`config.mk`:
```
export PLATFORM = sky130hd
export DESIGN_NAME = rtcx_regfile
export DESIGN_NICKNAME = d
export VERILOG_FILES = /design/src/rtl/rtcx_pkg.sv /design/src/rtl/rtcx_ctrl.sv /design/src/rtl/rtcx_store.sv /design/src/rtl/rtcx_regfile.sv
export SDC_FILE = /design/constraint.sdc
export NUM_CORES = 1
export LEC_CHECK = 0
export ABC_AREA = 1
export BUFFER_PORTS_ARGS = -buffer_cell sky130_fd_sc_hd__buf_2
export CORE_ASPECT_RATIO = 1.2
export CORE_UTILIZATION = 50
export DETAILED_ROUTE_END_ITERATION = 8
export PLACE_DENSITY = 0.7
export SLEW_MARGIN = 25
export SYNTH_ARGS = -nofsm -noshare
export SYNTH_HDL_FRONTEND = slang
export SYNTH_HIERARCHICAL = 1
export SYNTH_SLANG_ARGS = --single-unit
```
`constraint.sdc`:
```
create_clock -name clk -period 5.5 [get_ports clk]
set_clock_uncertainty 0.15 [all_clocks]
set_input_delay 0.55 -clock clk [delete_from_list [all_inputs] [get_ports clk]]
set_output_delay 0.55 -clock clk [all_outputs]
set_load 0.01 [all_outputs]
```
`src/rtl/rtcx_pkg.sv`:
```
package rtcx_pkg;
  parameter int LOC_AW    = 6;
  parameter int NUM_TIME  = 10;
  parameter int CTRL_IDX  = 11;
  parameter int FREEZE_BIT = 7;
  parameter int FMT_BIT   = 2;
  parameter int NUM_FLAGS = 4;

  localparam int SEC_IDX  = 0;
  localparam int SECA_IDX = 1;
  localparam int MIN_IDX  = 2;
  localparam int MINA_IDX = 3;
  localparam int HR_IDX   = 4;
  localparam int HRA_IDX  = 5;
  localparam int DOW_IDX  = 6;
  localparam int DATE_IDX = 7;
  localparam int MON_IDX  = 8;
  localparam int YR_IDX   = 9;

  typedef struct packed {
    logic              wrEn;
    logic              rdEn;
    logic              rdBad;
    logic [LOC_AW-1:0] addr;
    logic [7:0]        wdata;
  } accessStrobe_t;

  function automatic logic [7:0] bcdToBin(input logic [7:0] v);
    return ({4'd0, v[7:4]} * 8'd10) + {4'd0, v[3:0]};
  endfunction

  function automatic logic [7:0] binToBcd(input logic [7:0] n);
    logic [7:0] tens;
    logic [7:0] ones;
    tens = n / 8'd10;
    ones = n % 8'd10;
    return {tens[3:0], ones[3:0]};
  endfunction

  // returns {carry, next value} for one clock field
  function automatic logic [8:0] bumpField(input logic [7:0] v, input logic [7:0] lo,
                                           input logic [7:0] hi, input logic binMode);
    logic [7:0] b;
    logic [7:0] n;
    logic       c;
    b = binMode ? v : bcdToBin(v);
    if (b >= hi) begin
      n = lo;
      c = 1'b1;
    end else begin
      n = b + 8'd1;
      c = 1'b0;
    end
    return {c, (binMode ? n : binToBcd(n))};
  endfunction
endpackage

```
`src/rtl/rtcx_ctrl.sv`:
```
module rtcx_ctrl
  import rtcx_pkg::*;
(
  input  logic                 clk,
  input  logic                 rstN,
  input  logic                 hostWr,
  input  logic                 hostRd,
  input  logic                 hostSel,
  input  logic [7:0]           hostWrData,
  input  logic [7:0]           ctrlByte,
  output accessStrobe_t        strobe,
  output logic [NUM_FLAGS-1:0] violFlags
);
  logic [LOC_AW-1:0]   idxReg;
  logic                idxValid;
  logic                dmChanged;
  logic [NUM_TIME-1:0] wrMask;

  logic dataWr, dataRd, isTime, isCtrl, oldSet, newSet, dmDiff;

  always_comb begin
    dataWr = hostWr & hostSel;
    dataRd = hostRd & ~hostWr & hostSel;
    strobe.wrEn  = dataWr & idxValid;
    strobe.rdEn  = dataRd & idxValid;
    strobe.rdBad = dataRd & ~idxValid;
    strobe.addr  = idxReg;
    strobe.wdata = hostWrData;
    isTime = (32'(idxReg) < NUM_TIME);
    isCtrl = (32'(idxReg) == CTRL_IDX);
    oldSet = ctrlByte[FREEZE_BIT];
    newSet = hostWrData[FREEZE_BIT];
    dmDiff = hostWrData[FMT_BIT] ^ ctrlByte[FMT_BIT];
  end

  always_ff @(posedge clk) begin
    if (!rstN) begin
      idxReg    <= '0;
      idxValid  <= 1'b0;
      dmChanged <= 1'b0;
      wrMask    <= '0;
      violFlags <= '0;
    end else begin
      if (hostWr && !hostSel) begin
        idxReg   <= hostWrData[LOC_AW-1:0];
        idxValid <= 1'b1;
      end else if (dataWr || dataRd) begin
        idxValid <= 1'b0;
        if (!idxValid) violFlags[0] <= 1'b1;
      end
      if (strobe.wrEn && isTime) begin
        if (!oldSet) violFlags[1] <= 1'b1;
        else begin
          for (int i = 0; i < NUM_TIME; i++)
            if (32'(idxReg) == i) wrMask[i] <= 1'b1;
        end
      end
      if (strobe.wrEn && isCtrl) begin
        if (!oldSet && !newSet && dmDiff) violFlags[2] <= 1'b1;
        if (!oldSet && newSet) begin
          dmChanged <= dmDiff;
          wrMask    <= '0;
        end else if (oldSet && newSet) begin
          dmChanged <= dmChanged | dmDiff;
        end else if (oldSet && !newSet) begin
          if ((dmChanged || dmDiff) && !(&wrMask)) violFlags[3] <= 1'b1;
          dmChanged <= 1'b0;
        end
      end
    end
  end

  AST_INDEX_ONCE: assert property (@(posedge clk) disable iff (!rstN)
    (strobe.wrEn || strobe.rdEn) |=> !(strobe.wrEn || strobe.rdEn));
  AST_FLAGS_STICKY: assert property (@(posedge clk) disable iff (!rstN)
    rstN |=> ((violFlags & $past(violFlags)) == $past(violFlags)));
endmodule

```
`src/rtl/rtcx_store.sv`:
```
module rtcx_store
  import rtcx_pkg::*;
(
  input  logic          clk,
  input  logic          rstN,
  input  logic          secTick,
  input  accessStrobe_t strobe,
  output logic [7:0]    ctrlByte,
  output logic [7:0]    rdData
);
  localparam int NUM_LOC = 1 << LOC_AW;

  logic [7:0] mem [NUM_LOC];
  logic       binMode, frozen, tickEn;
  logic [8:0] rSec, rMin, rHr, rDow, rDate, rMon, rYr;
  logic       advMin, advHr, advDay, advMon, advYr;

  always_comb begin
    ctrlByte = mem[CTRL_IDX];
    binMode  = ctrlByte[FMT_BIT];
    frozen   = ctrlByte[FREEZE_BIT];
    tickEn   = secTick & ~frozen;
    rSec  = bumpField(mem[SEC_IDX],  8'd0, 8'd59, binMode);
    rMin  = bumpField(mem[MIN_IDX],  8'd0, 8'd59, binMode);
    rHr   = bumpField(mem[HR_IDX],   8'd0, 8'd23, binMode);
    rDow  = bumpField(mem[DOW_IDX],  8'd1, 8'd7,  binMode);
    rDate = bumpField(mem[DATE_IDX], 8'd1, 8'd30, binMode);
    rMon  = bumpField(mem[MON_IDX],  8'd1, 8'd12, binMode);
    rYr   = bumpField(mem[YR_IDX],   8'd0, 8'd99, binMode);
    advMin = rSec[8];
    advHr  = advMin & rMin[8];
    advDay = advHr & rHr[8];
    advMon = advDay & rDate[8];
    advYr  = advMon & rMon[8];
  end

  always_ff @(posedge clk) begin
    if (!rstN) begin
      for (int i = 0; i < NUM_LOC; i++) mem[i] <= 8'h00;
      mem[DOW_IDX]  <= 8'h01;
      mem[DATE_IDX] <= 8'h01;
      mem[MON_IDX]  <= 8'h01;
      rdData <= 8'h00;
    end else begin
      if (tickEn) begin
        mem[SEC_IDX] <= rSec[7:0];
        if (advMin) mem[MIN_IDX] <= rMin[7:0];
        if (advHr)  mem[HR_IDX]  <= rHr[7:0];
        if (advDay) begin
          mem[DOW_IDX]  <= rDow[7:0];
          mem[DATE_IDX] <= rDate[7:0];
        end
        if (advMon) mem[MON_IDX] <= rMon[7:0];
        if (advYr)  mem[YR_IDX]  <= rYr[7:0];
      end
      // host write wins over the tick for the same byte
      if (strobe.wrEn) mem[strobe.addr] <= strobe.wdata;
      if (strobe.rdEn) rdData <= mem[strobe.addr];
      else if (strobe.rdBad) rdData <= 8'h00;
    end
  end

  AST_FREEZE_SEC: assert property (@(posedge clk) disable iff (!rstN)
    (frozen && !(strobe.wrEn && strobe.addr == LOC_AW'(SEC_IDX)))
      |=> mem[SEC_IDX] == $past(mem[SEC_IDX]));
  AST_FREEZE_YEAR: assert property (@(posedge clk) disable iff (!rstN)
    (frozen && !(strobe.wrEn && strobe.addr == LOC_AW'(YR_IDX)))
      |=> mem[YR_IDX] == $past(mem[YR_IDX]));
  AST_ALARM_HOLD: assert property (@(posedge clk) disable iff (!rstN)
    !(strobe.wrEn && strobe.addr == LOC_AW'(SECA_IDX))
      |=> mem[SECA_IDX] == $past(mem[SECA_IDX]));
  AST_SEC_RANGE: assert property (@(posedge clk) disable iff (!rstN)
    (binMode && mem[SEC_IDX] < 8'd60 && !strobe.wrEn) |=> mem[SEC_IDX] < 8'd60);
endmodule

```
`src/rtl/rtcx_regfile.sv`:
```
module rtcx_regfile
  import rtcx_pkg::*;
(
  input  logic                 clk,
  input  logic                 rstN,
  input  logic                 hostWr,
  input  logic                 hostRd,
  input  logic                 hostSel,
  input  logic [7:0]           hostWrData,
  input  logic                 secTick,
  output logic [7:0]           hostRdData,
  output logic [NUM_FLAGS-1:0] violFlags
);
  accessStrobe_t strobe;
  logic [7:0]    ctrlByte;

  rtcx_ctrl ctrl_i (
    .clk(clk), .rstN(rstN), .hostWr(hostWr), .hostRd(hostRd), .hostSel(hostSel),
    .hostWrData(hostWrData), .ctrlByte(ctrlByte), .strobe(strobe), .violFlags(violFlags)
  );

  rtcx_store store_i (
    .clk(clk), .rstN(rstN), .secTick(secTick), .strobe(strobe),
    .ctrlByte(ctrlByte), .rdData(hostRdData)
  );
endmodule

```
# Yosys cells after proc, flatten, opt, wreduce, memory -nomap -nowiden
# Memories as Yosys holds them, arrays and structs flattened. A register that Yosys moved wholly into a read port is not among the register bits.
# Cells that the tools add are included.
[classes]
addsub = 14
mul = 7
div = 14
order_cmp = 8
n_eq_ne = 16
mux = 89
bitwise = 47
n_reduce_logical = 26
[op_table]
columns = ["op", "n"]
rows = [
  ["8-bit two-way mux", 34],
  ["8-bit by 1-bit adder with 8-bit output (second input constant)", 7],
  ["8-bit by 4-bit adder with 8-bit output", 7],
  ["8-bit by 4-bit divider with 8-bit output (second input constant)", 7],
  ["8-bit by 4-bit modulo with 8-bit output (second input constant)", 7],
  ["4-bit by 3-bit multiplier with 7-bit output (second input constant)", 7],
  ["1-bit two-way mux", 48],
  ["10-bit two-way mux", 4],
  ["6-bit == test (first input constant)", 6],
  ["6-bit by 3-bit == test with 1-bit output (second input constant)", 4],
  ["1-bit bitwise AND", 23],
  ["6-bit by 4-bit == test with 1-bit output (second input constant)", 3],
  ["6-bit two-way mux", 3],
  ["8-bit by 5-bit greater-or-equal comparator with 1-bit output (second input constant)", 2],
  ["8-bit by 6-bit greater-or-equal comparator with 1-bit output (second input constant)", 2],
  ["6-bit by 2-bit == test with 1-bit output (second input constant)", 2],
  ["1-bit inverter", 12],
  ["1-bit bitwise OR", 11],
  ["10-bit AND reduction", 1],
  ["1-bit logical AND", 9],
  ["8-bit by 3-bit greater-or-equal comparator with 1-bit output (second input constant)", 1],
  ["8-bit by 4-bit greater-or-equal comparator with 1-bit output (second input constant)", 1],
  ["8-bit by 7-bit greater-or-equal comparator with 1-bit output (second input constant)", 1],
  ["8-bit OR reduction", 1],
  ["other kinds (11)", 18],
]
[word_totals]
regBits = 30
mem_bits_rw = 512
out_inout_bits = 12
memories = 1
[memory_table]
columns = ["memory", "words", "width", "rd", "rd_ports_with_merged_regs", "write_ports", "line", "source"]
rows = [
  ["store_i.mem", 64, 8, 9, 1, 64, "rtcx_store.sv:13", "logic [7:0] mem [NUM_LOC];"],
]

# Longest topological paths before layout
# An unclocked memory read counts as a cell.
[depth]
word_depth = 16
mapped_depth = 33
ltp_nobuf = 33

# Cells and area by module
# Netlist, hierarchy kept.
[modules_own_cells]
columns = ["mod", "n_inst", "cells_each", "area_each_um2"]
rows = [
  ["rtcx_store", 1, 2676, 26484.2],
  ["rtcx_ctrl", 1, 154, 1052.3],
]

# Worst setup path before layout
# Ideal clock, no wire load.
[synth_path]
path_type = "reg-to-reg"
from = "mem store_i.mem[9][5]"
to = "mem store_i.mem[9][3], data pin"
setup_ns = 0.252
t_arrival_ns = 3.533
required_ns = 5.098
path_slack_ns = 1.565
path_stages_with_launch = 31
path_buffers = 0
path_cell_list = "edfxtp_1 > ha_1 > ha_1 > inv_1 > fa_1 > nor2_1 > nand3_1 > nand2_1 > nand2_1 > nand2_1 > nand2_1 > nand2_2 > nor2_2 > nor2_4 > o21ai_2 > o21ai_4 > nand2_2 > nand3_1 > nand2_2 > nand2_2 > nand2_1 > nand2_1 > inv_1 > ha_1 > nand3b_1 > nand2_1 > nand2_1 > nand2_1 > nand2_1 > nand2_1 > nand2_1"
[synth_rtl]
columns = ["element", "line"]
rows = [
  ["start, declared", "rtcx_store.sv:13"],
]

==> run metrics <==
cell family with most CP delay simple AND/OR/NAND/NOR gates; H-tree depth 2; GP Congestion 0.954; synthesized cell area 27500 sq um; Core Rows 93; crit end category register; Yosys reg bits 542; first-pass GRT wire length 120000 um; maxcap violations 0; CTS sink count 542; Via Count 21600; most used cell, CP nand2_1; Crit-path slowest cell edfxtp_1; fin crit period 4.54 ns; Yosys Warn Count 6; CTS tree built; fillers 4670; Avg Cell Area, Syn 9.73 sq um; DRC viols 0; # nets final 2898; cts bufs inserted 53; GR Overflow Total 0; Post-synth EDFFs 512; die width 216 um; initial antenna violation count 0; setup_tns 0 ns; RSZ-0062 raised after global routing false; post-synthesis cell type count 59; Total GRT Usage 0.280; Die Footprint 56000 sq um; Initial Util 0.510; Final Hold Viols 0; Worst setup SP type register; CTS max path bufs 3; final core occ 0.556; PD cells 320 nW/um^2; post-CTS resize count 0; Post-CTS Hold Fix Bufs 0; Slew HR 0.284; layout cells sized above 1 0.0842; status complete, no violations; dpl hpwl 51600 um; post-CTS setup repair buffer count 0; Core ar. 54000 sq um; Mapped Nets 2920; 1st-pass router iterations 6; die extent in y 259 um; vias in the first global route 21000; CP max stage delay 0.49 ns; Non-Filler Instances 3561; I/O pin count 26; dpl cells 3465; Port Buffer Count 25; Hold/Removal Path Class in2reg; largest net degree at the start of global routing 79; Wirelength per Cell 22.1 um; kind of critical path reg2reg; WP data required 5.73 ns; Leak 0.0120 uW; P&R area growth vs syn 9.08%; clock latency on the worst-skew pair 0.62 ns; crit path buf inv count 2; top_reg_cell synth edfxtp_1; via/cell ratio 6.08; leading cell type in the layout, fill and taps excluded nand2_1; n_diodes 0; clk slew on worst S/H paths 0.06 ns; most frequent cells in the layout 592 x nand2_1, 585 x nor2_1, 512 x edfxtp_1; Routed WL 78900 um; ANT nets after route 0; Pins Over Slew Limit 0; crit-path max FO 8; critical path arrival 4.76 ns; sequential element share of the synthesized area 0.580; cell count after synthesis 2830; Peak VDD IR 0.240 mV; actual slew at the worst max-slew pin 1.07 ns; Setup-failing EPs final 0; post-route clock period utilization 0.825; Synth async-reset ratio 0; Highest Clock Rate 220 MHz; clock root buffer clkbuf_16; starting DRC count in detailed routing 2604
[cells in the mapped netlist, types with 8 or more instances]
library cell  instances  area, sq um
nand4_1              67          419
nand2_2              25          156
a221oi_1             64          561
o2111ai_1             8         70.1
clkbuf_1            111          417
fa_1                 14          280
buf_2                10         50.1
o32ai_1               9         78.8
a22oi_1              68          510
nor3_1               18         90.1
o21ai_1              18         90.1
xnor2_1              11         96.3
xor2_1               15          131
nor2_1              585         2200
o21ai_2               8         70.1
ha_1                 62          776
inv_2                18         67.6
nand2_1             592         2220
inv_1               191          717
o22ai_1              11         68.8
nand3b_1              8         60.1
dfxtp_1              30          601
buf_4                10         75.1
nor2_2                9         56.3
a21oi_1              57          285
nand3_1              94          470
edfxtp_1            512        15400
o21ai_0              58          290
clkinv_1             11         41.3
a22o_1               63          552
[area by class of cell]
type                    instances  area [sq um]  area share
flip-flops and latches        542         16000       0.532
multi-input cells            1925         10200       0.339
clock buffers                  64          1370      0.0455
well taps                     712           891      0.0297
inverters                     221           840      0.0280
repair buffers                 65           438      0.0146
clock inverters                32           329      0.0110
[per-stage QoR]
step / worst slack [ns] / cell area (sq um) / total power, uW / hold slack (ns)
2_1_floorplan: 1.56 / 27500 / 5700 / 0.280
3_3_place_gp: 1.24 / 28300 / 6020 / 0.292
4_1_cts: 1.03 / 30000 / 9630 / 0.0725
6_report: 0.963 / 30000 / 9620 / 0.100
5_1_grt: 0.683 / 30000 / 9950 / 0.106
3_5_place_dp: 1.05 / 28300 / 6070 / 0.297
[worst min-delay path, cell delays in order]
cell,delay [ns]
buf_2,0.10
nand2_1,0.05
nand2_1,0.08
a211oi_1,0.05
[routing by layer]
layer | GRT usage | wire length [um] | vias up
li1 | - | - | 9795
met1 | 0.358 | 30200 | 10500
met2 | 0.474 | 38000 | 1139
met3 | 0.0448 | 7150 | 193
met4 | 0.120 | 3480 | 0
met5 | 0 | 0 | -
[path summary, 6_finish.rpt]
kind / startpoint / endpoint / slack (ns) / cells past startpoint
worst max-delay path: store_i/mem[9][5] / store_i/mem[9][3] / 0.96 / 30
worst min register to register: ctrl_i/violFlags[3] / ctrl_i/violFlags[3] / 0.31 / 2
worst min-delay path: hostWr / ctrl_i/idxValid / 0.10 / 4
worst max register to register: store_i/mem[9][5] / store_i/mem[9][3] / 0.96 / 30
[sequential cells by signal, summed over array words and instances, names as in the netlist]
name / flops
ctrl_i/dmChanged: 1
ctrl_i/idxReg: 6
ctrl_i/idxValid: 1
ctrl_i/violFlags: 4
ctrl_i/wrMask: 10
store_i/mem: 512
store_i/rdData: 8
[report_power, final]
| part | switching, uW | internal (uW) | leakage, uW |
|---|---|---|---|
| sequential | 86.5 | 4650 | 0.00554 |
| combinational | 918 | 368 | 0.00562 |
| clock | 1570 | 2020 | 0.000828 |
| total | 2580 | 7040 | 0.0120 |
[cells by family (layout without fill, tap and decap cells)]
logic type      after synthesis  in the layout  share of synthesized area
compound gates              402            402                      0.106
xor+xnor                     27             27                    0.00909
fa+ha+maj                    76             76                     0.0383
buf+inv                     363            382                     0.0526
flops                       542            542                      0.580
simple gates               1420           1420                      0.214
No activity file was read; power rests on OpenSTA's default activity.
